**src/rtl/spi_slot_ctrl.sv**
```systemverilog
module spi_slot_ctrl #(
  parameter int CHAIN = 1,
  parameter int MAXB = 4,
  parameter int DW = 8,
  localparam int PW = 8 * CHAIN,
  localparam int LW = $clog2(MAXB + 1)
) (
  input  logic                 clk,
  input  logic                 rst_n,
  input  logic                 cmd_valid,
  input  logic [2:0]           cmd_slot,
  input  logic [4:0]           cmd_dev,
  input  logic [LW-1:0]        cmd_len,
  input  logic [8*MAXB-1:0]    cmd_wdata,
  input  logic [DW-1:0]        fast_half,
  input  logic [6:0][DW-1:0]   slot_half,
  input  logic                 miso,
  output logic                 busy,
  output logic                 done,
  output logic                 err,
  output logic [8*MAXB-1:0]    rdata,
  output logic                 sclk,
  output logic                 mosi,
  output logic                 latch,
  output logic [6:0]           msel_n
);
  localparam int CW = $clog2(PW);
  localparam int BW = (MAXB > 1) ? $clog2(MAXB) : 1;

  typedef enum logic [2:0] {IDLE, SEL, LAT, DAT, DES, LAT2} st_t;
  st_t st;

  logic [DW-1:0]     cnt;
  logic              ph, rb;
  logic [CW-1:0]     bits;
  logic [2:0]        slot_r;
  logic [LW-1:0]     len_r;
  logic [BW-1:0]     byten;
  logic [PW-1:0]     sreg;
  logic [7:0]        dreg;
  logic [8*MAXB-1:0] wbuf, wnext;

  wire shifting = (st == SEL) || (st == DAT) || (st == DES);
  wire [DW-1:0] hsel = (st == DAT) ? slot_half[slot_r - 3'd1] : fast_half;
  wire tick = (cnt == hsel);
  wire bad = (cmd_slot == 3'd0) || (32'(cmd_dev) >= PW) ||
             (cmd_len == '0) || (32'(cmd_len) > MAXB);
  wire last_sel = (32'(bits) == PW - 1);
  wire [7:0] rx_byte = {dreg[6:0], rb};

  assign wnext = wbuf >> 8;
  assign busy  = (st != IDLE);
  assign sclk  = shifting && ph;
  assign latch = (st == LAT) || (st == LAT2);
  assign mosi  = (st == DAT) ? dreg[7] : ((st == SEL || st == DES) ? sreg[PW-1] : 1'b0);

  for (genvar i = 0; i < 7; i++) begin : g_sel
    assign msel_n[i] = !(busy && slot_r == 3'(i + 1));
  end

  always_ff @(posedge clk or negedge rst_n) begin
    if (!rst_n) begin
      st <= IDLE; cnt <= '0; ph <= 1'b0; rb <= 1'b0; bits <= '0;
      slot_r <= '0; len_r <= '0; byten <= '0; sreg <= '1; dreg <= '0;
      wbuf <= '0; rdata <= '0; done <= 1'b0; err <= 1'b0;
    end else begin
      done <= 1'b0;
      err  <= 1'b0;
      if (st == IDLE) begin
        if (cmd_valid) begin
          if (bad) err <= 1'b1;
          else begin
            st <= SEL; cnt <= '0; ph <= 1'b0; bits <= '0; byten <= '0;
            slot_r <= cmd_slot; len_r <= cmd_len; wbuf <= cmd_wdata;
            dreg <= cmd_wdata[7:0]; rdata <= '0;
            sreg <= ~(PW'(1) << cmd_dev);
          end
        end
      end else if (!tick) begin
        cnt <= cnt + 1'b1;
      end else begin
        cnt <= '0;
        if (shifting && !ph) begin
          ph <= 1'b1;
          if (st == DAT) rb <= miso;
        end else begin
          ph <= 1'b0;
          unique case (st)
            SEL, DES: begin
              sreg <= sreg << 1;
              bits <= bits + 1'b1;
              if (last_sel) st <= (st == SEL) ? LAT : LAT2;
            end
            LAT: begin
              st <= DAT; bits <= '0;
            end
            DAT: begin
              dreg <= rx_byte;
              bits <= bits + 1'b1;
              if (bits[2:0] == 3'd7) begin
                rdata[byten*8 +: 8] <= rx_byte;
                bits <= '0;
                if (32'(byten) == 32'(len_r) - 1) begin
                  st <= DES; sreg <= '1;
                end else begin
                  byten <= byten + 1'b1;
                  wbuf  <= wnext;
                  dreg  <= wnext[7:0];
                end
              end
            end
            LAT2: begin
              st <= IDLE; done <= 1'b1;
            end
            default: st <= IDLE;
          endcase
        end
      end
    end
  end
endmodule

```
**config.mk**
```make
export PLATFORM = sky130hd
export DESIGN_NAME = spi_slot_ctrl
export DESIGN_NICKNAME = d
export VERILOG_FILES = /design/src/rtl/spi_slot_ctrl.sv
export SDC_FILE = /design/constraint.sdc
export NUM_CORES = 1
export LEC_CHECK = 0
export ABC_AREA = 1
export BUFFER_PORTS_ARGS = -buffer_cell sky130_fd_sc_hd__buf_4
export CORE_ASPECT_RATIO = 0.7
export CORE_MARGIN = 1.5
export CORE_UTILIZATION = 35
export DETAILED_ROUTE_END_ITERATION = 8
export GPL_TIMING_DRIVEN = 0
export HOLD_SLACK_MARGIN = 0.12
export MAX_ROUTING_LAYER = met4
export SKIP_LAST_GASP = 1
export SLEW_MARGIN = 20
export SYNTH_ARGS = -nofsm -noshare
export SYNTH_HDL_FRONTEND = slang
export SYNTH_SLANG_ARGS = --single-unit
```
**constraint.sdc**
```tcl
create_clock -name clk -period 3.6 [get_ports clk]
set_input_delay 0.18 -clock clk [delete_from_list [all_inputs] [get_ports clk]]
set_output_delay 0.18 -clock clk [all_outputs]
set_load 0.05 [all_outputs]
```
==> reports/qor.csv, run 1 <==
metric;value;unit
status;finished, final reports clean;
final setup vio count;0;
initial antenna violation count;0;
Worst Tran Pin Value;934;ps
leakage power;0.00423;µW
GRT overflow;0;
per-cell routed wire length;14.3;µm
Worst R2R Start;slot_r[0];
syn nets;1011;
die width;160;µm
# IOs;156;
Worst Setup SP;slot_r[0];
Worst Hold Launch;cmd_len[2];
first-pass GRT wire length;30900;µm
ANT cells;0;
register area share after synthesis;40.7;%
# DRC;0;
die height;113;µm
setup_tns;0;ps
Synth Cell Area;6050;µm²
kind of critical path;register to register;
Total Wirelength;18500;µm
P per Cell Area;781;nW/µm²
FP Rows;39;
maximum vdd ir drop;0.000341;V
Setup crit start kind;register;
number of global-route vias before repair;6018;
GP Congestion;0.934;
Skew-Pair Late Insertion Delay;350;ps
Clock Path Buffers;2;
# H-tree levels;3;
Num CTS Buffers;9;
crit-path max FO;12;
Pre-antenna DRT Iters;5;
Seq cells post-synth;98;
Total GRT Usage;21.9;%
DIE AREA;18100;µm²
post-layout min period;3270;ps
Hold Path Class;primary input to register;
flop-to-flop setup slack;330;ps
Fmax achieved;306;MHz
Clock Tree Root;clkbuf_16;
core box area;16600;µm²
fillcell total;1750;
Slew headroom;37.7;%
pin count of the biggest net entering global routing;99;
vias per inst;4.86;
clock-pin slew on the worst setup and hold paths;70;ps
clk sinks;98;
total power;6230;µW
Syn. warnings;0;
WP data arrival;3510;ps
area growth from synthesis to layout;31.9;%
Max Slew Vio Count;0;
DR iter-0 viols;508;
CTS tree;built;
nets;1193;
fin crit share;90.8;%
RSZ-0062 raised after global routing;false;
port bufs;155;
reg2reg path depth;23;
critical path endpoint category;register;
effective utilization at floorplan;36.4;%
Worst R2R End;wbuf[17];
Worst EP required;3840;ps
multi-input logic area;3170;µm²
Vias;6315;
Post-Synthesis Cells;887;
Antenna Nets Post-Route;0;
dpl hpwl;14200;µm
hold worst-path end;len_r[2];
Hold Vio Cnt, Final;0;
FF/Latch Area;2460;µm²
Cell variety after synth;31;
max cap viols;0;
worst hold path depth;3;
layout cells sized above 1;21.4;%
Avg Inst Size Synth;6.82;µm²
Final Skew;8.16;ps
==> metrics by stage <==
stage / setup slack, ps / hold slack, ps / cell area (µm²) / utilization [%] / std cells
floorplan: 923 / -116 / 6050 / - / 887
global placement: 80.6 / 413 / 7490 / 45.2 / 1267
detailed placement: 69.8 / 355 / 7490 / 45.2 / 1267
CTS: 49.6 / 122 / 7910 / 47.6 / 1296
global route: 43.8 / 149 / 7980 / 48.1 / 1299
finish: 330 / 126 / 7980 / 48.1 / 1299
==> layer usage <==
metal | up-vias | part of all wire, % | routed length [µm] | track usage, %
met1 | 2888 | 54 | 10000 | 34.0
met5 | - | 0 | 0 | -
met3 | 16 | 5.5 | 1020 | 3.59
met2 | 173 | 40 | 7330 | 29.4
met4 | 0 | 0.99 | 184 | 4.05
li1 | 3238 | - | - | -
==> synthesized netlist by cell type (all sizes together) <==
master | instances | area, µm²
nand2 | 365 | 1380
nand3 | 97 | 485
dfrtp | 90 | 2250
nor2 | 75 | 297
inv | 60 | 225
nand4 | 43 | 282
o21ai | 38 | 190
buf | 28 | 160
nor3 | 19 | 95.1
clkbuf | 16 | 60.1
a21oi | 15 | 86.3
ha | 13 | 163
dfstp | 8 | 210
xor2 | 7 | 61.3
o22ai | 5 | 31.3
or2 | 3 | 18.8
a2111oi | 1 | 8.76
a221oi | 1 | 8.76
a31o | 1 | 8.76
nor3b | 1 | 12.5
o31ai | 1 | 7.51
==> kinds of logic (layout without fill, tap and decap cells) <==
group,count (synthesis),in the layout,share of synthesized area [%]
adders and majority gates,13,13,2.69
DFF,98,98,40.7
and+or+nand+nor,603,603,42.5
xor gates and xnor gates,7,7,1.01
buffers and inverters,104,291,7.37
AOI/OAI and AO/OA,62,62,5.65
==> state kept, by name (all words and copies together) (netlist names), 2 cells and up, named ones only <==
| signal | count |
|---|---|
| dreg | 8 |
| slot_r | 3 |
| len_r | 3 |
| cnt | 8 |
| bits | 3 |
| st | 2 |
| wbuf | 24 |
| byten | 2 |
| rdata | 32 |
| sreg | 8 |
==> where the power goes <==
part / leakage, µW / switching [µW] / internal (µW)
sequential: 0.00127 / 207 / 1460
clock: 0.000132 / 431 / 491
combinational: 0.00283 / 2510 / 1130
total: 0.00423 / 3140 / 3080
==> layout make-up <==
type	instances	area share [%]
Buffer	44	2.95
Clock buffer	11	3.04
Clock inverter	5	0.471
Inverter	60	2.82
Multi-Input combinational cell	685	39.8
Sequential cell	98	30.9
Tap cell	225	3.53
Timing Repair Buffer	171	16.6
==> cell usage in the layout, fill, tap and decap left out, types with 2 or more instances in the layout <==
cell,n
a21oi_1,14
buf_1,3
buf_2,11
buf_4,165
buf_6,2
clkbuf_1,17
clkbuf_16,9
clkbuf_4,5
clkinvlp_4,2
dfrtp_1,90
dfstp_2,8
dlygate4sd3_1,13
ha_1,12
inv_1,55
inv_2,5
nand2_1,360
nand2_2,5
nand3_1,97
nand4_1,41
nand4_4,2
nor2_1,70
nor2_2,4
nor3_1,19
o21ai_0,36
o21ai_1,2
o22ai_1,5
or2_2,3
xor2_1,7
==> timing repair <==
action	CTS	global route
endpoints found under the setup margin	0	76
buffers inserted	0	3
gates resized for setup	0	12
hold endpoints to repair	102	0
hold buffers	13	0
==> worst max path at each step <==
| stage | endpoint | slack, ps | cells past startpoint |
|---|---|---|---|
| 2_1_floorplan | rdata[16] | 920 | 20 |
| 3_3_place_gp | rdata[14] | 80 | 19 |
| 3_5_place_dp | rdata[14] | 70 | 19 |
| 4_1_cts | rdata[14] | 50 | 19 |
| 5_1_grt | wbuf[12] | 40 | 23 |
| 6_report | wbuf[17] | 330 | 23 |
==> worst max-delay path, stage by stage (launching register included) <==
cell and delay, ps:
dfrtp_1 420, buf_2 170, inv_2 70, clkbuf_4 240, ha_1 200, inv_1 50
nand2_1 50, nand2_1 80, buf_4 180, nor2_1 80, nand2_1 70, nand3_1 150
nand2_1 70, nand2_1 60, nand2_1 50, inv_1 50, nand2_1 40, nor2_1 160
nand2_2 180, a21oi_4 240, nand2_2 160, clkbuf_4 260, nand2_1 80, nand2_1 50
No activity file was read; power rests on OpenSTA's default activity.
==> inputs of run 2 (changes only) <==
--- a/config.mk
+++ b/config.mk
@@ -8,8 +8,8 @@
 export ABC_AREA = 1
 export BUFFER_PORTS_ARGS = -buffer_cell sky130_fd_sc_hd__buf_4
 export CORE_ASPECT_RATIO = 0.7
-export CORE_MARGIN = 1.5
 export CORE_UTILIZATION = 35
+export CTS_CLUSTER_DIAMETER = 50
 export DETAILED_ROUTE_END_ITERATION = 8
 export GPL_TIMING_DRIVEN = 0
 export HOLD_SLACK_MARGIN = 0.12
==> constraint.sdc (replaced) <==
create_clock -name clk -period 2.9 [get_ports clk]
set_input_delay 0.145 -clock clk [delete_from_list [all_inputs] [get_ports clk]]
set_output_delay 0.145 -clock clk [all_outputs]
set_load 0.05 [all_outputs]
==> run 2 against run 1 <==
Compared with the run above:
- register-to-register slack lost 300 ps
- worst setup slack worse by 300 ps
- clock power grew 47%
- largest power group unchanged
- hold slack gained 5.7 ps
- first-iteration DRC count fell by 5.9%
- highest routed layer unchanged
- critical path type unchanged
==> reports/qor.csv, run 2 (same netlist as run 1, synthesis figures left out) <==
metric;value;unit
Final Skew;12.5;ps
crit-path max FO;10;
CP Cell Sequence;buf_6 > inv_6 > buf_8 > ha_4 > inv_6 > buf_4 > nand3_1 > nand2_1 > nand2_1 > nand3_2 > nand3_1 > nand2_1 > inv_1 > nand2_1 > nor2_2 > nand2_2 > a21oi_4 > buf_4 > nand2_4 > buf_6 > nand2_1 > nand2_1;
fillcell total;1721;
FP Rows;39;
# H-tree levels;3;
per-cell routed wire length;14.4;µm
leakage power;0.00442;µW
kind of critical path;register to register;
CTS tree;built;
number of global-route vias before repair;6145;
core box area;16600;µm²
FF/Latch Area;2460;µm²
Finished Layout Cells;1321;
RSZ-0062 raised after global routing;true;
final setup vio count;0;
Hold Path Class;primary input to register;
die width;159;µm
Slew headroom;39.5;%
initial antenna violation count;0;
vias per inst;4.91;
P per Cell Area;1020;nW/µm²
Clock Tree Root;clkbuf_16;
Worst R2R End;byten[0];
placed cells;1267;
critical path endpoint category;register;
nets;1215;
Vias;6486;
highest-count cells in the layout ignoring fill and taps;355 x nand2_1, 174 x buf_4, 90 x dfrtp_1, 88 x nand3_1, 68 x nor2_1;
area growth from synthesis to layout;39.1;%
Worst path slowest cell;dfrtp_1;
Total GRT Usage;22.3;%
status;finished, final reports clean;
max cap viols;0;
Setup crit start kind;register;
CP endpoint;byten[0];
ANT cells;0;
biggest regs;rdata: 32 flops, wbuf: 24 flops;
Worst EP required;3140;ps
clock-pin slew on the worst setup and hold paths;80;ps
Worst Hold Launch;cmd_wdata[17];
first-pass GRT wire length;30900;µm
# DRC;0;
GRT overflow;0;
maximum vdd ir drop;0.000402;V
Skew-Pair Late Insertion Delay;350;ps
WP data arrival;3110;ps
Hold Vio Cnt, Final;0;
DIE AREA;17800;µm²
multi-input logic area;3260;µm²
# IOs;156;
GP Congestion;0.921;
port bufs;155;
Total Wirelength;19100;µm
commonest non-fill, non-tap cell in the layout;nand2_1;
reg2reg path depth;22;
Antenna Nets Post-Route;0;
layout cells sized above 1;24.5;%
Final Hold Slack;132;ps
Pre-antenna DRT Iters;5;
Num CTS Buffers;9;
dpl hpwl;14200;µm
die height;112;µm
post-layout min period;2870;ps
Most flops, register;rdata;
Worst Setup SP;slot_r[0];
fin crit share;98.9;%
CP dominant cell by count;nand2_1;
clk sinks;98;
pin count of the biggest net entering global routing;99;
effective utilization at floorplan;36.4;%
Worst R2R Start;slot_r[0];
CP max stage delay;380;ps
Clock Path Buffers;2;
flop-to-flop setup slack;30;ps
Max Slew Vio Count;0;
max FFs per register;32;
Fmax achieved;349;MHz
DR iter-0 viols;478;
Worst Tran Pin Value;908;ps
## run 2: worst max-delay path, delay by kind of cell (launching register included)
family,cells,cell delay (ps)
AND/OR/NAND/NOR,12,950
flip-flops,1,380
buffers and inverters,8,870
AO/OA/AOI/OAI,1,230
adder cells (fa/ha/maj),1,320
## run 2: repair_timing
action                                  in CTS  in global routing
endpoints found under the setup margin      89                 85
hold endpoints to repair                   106                  0
buffers inserted                             9                  9
gates cloned                                 0                  3
resized for setup                           24                 38
hold buffers                                17                  0
pin swaps                                    5                 18
## run 2: final cells by class
type,count,share of cell area [%]
Multi-Input combinational cell,685,38.8
Sequential cell,98,29.3
Timing Repair Buffer,193,18.3
Buffer,44,3.61
Tap cell,225,3.35
Inverter,60,2.80
Clock buffer,9,2.68
Clock inverter,7,1.25
## run 2: metal layers
metal	global-route usage (%)	wire [µm]
met1	34.0	10000
met2	30.9	7750
met3	3.32	1090
met4	4.04	187
met5	-	0
## run 2: report_power, final
group	leakage [µW]	switching [µW]	internal (µW)
Sequential	0.00127	263	1820
Clock	0.000159	577	773
Combinational	0.00299	3330	1780
Total	0.00442	4170	4370
## run 2: worst min-delay path by stage
stage                                            end  depth (start not counted)
after detailed placement                    rdata[6]                          1
final                                       wbuf[17]                          5
after global routing                        wbuf[12]                          5
after CTS                                   wbuf[22]                          5
after global placement                      wbuf[29]                          3
after floorplan           asynchronous set/reset pin                          0
## run 2: per-stage QoR
stage	instance area [µm²]	power (µW)	TNS, ps	setup slack, ps	util (%)
3_3_place_gp	7490	6440	-39970	-579	45.2
2_1_floorplan	6050	5190	0	223	-
5_1_grt	8410	9210	-8150	-147	50.7
3_5_place_dp	7490	6480	-41090	-602	45.2
4_1_cts	8160	8100	0	7.84	49.2
6_report	8410	8540	0	33.2	50.7
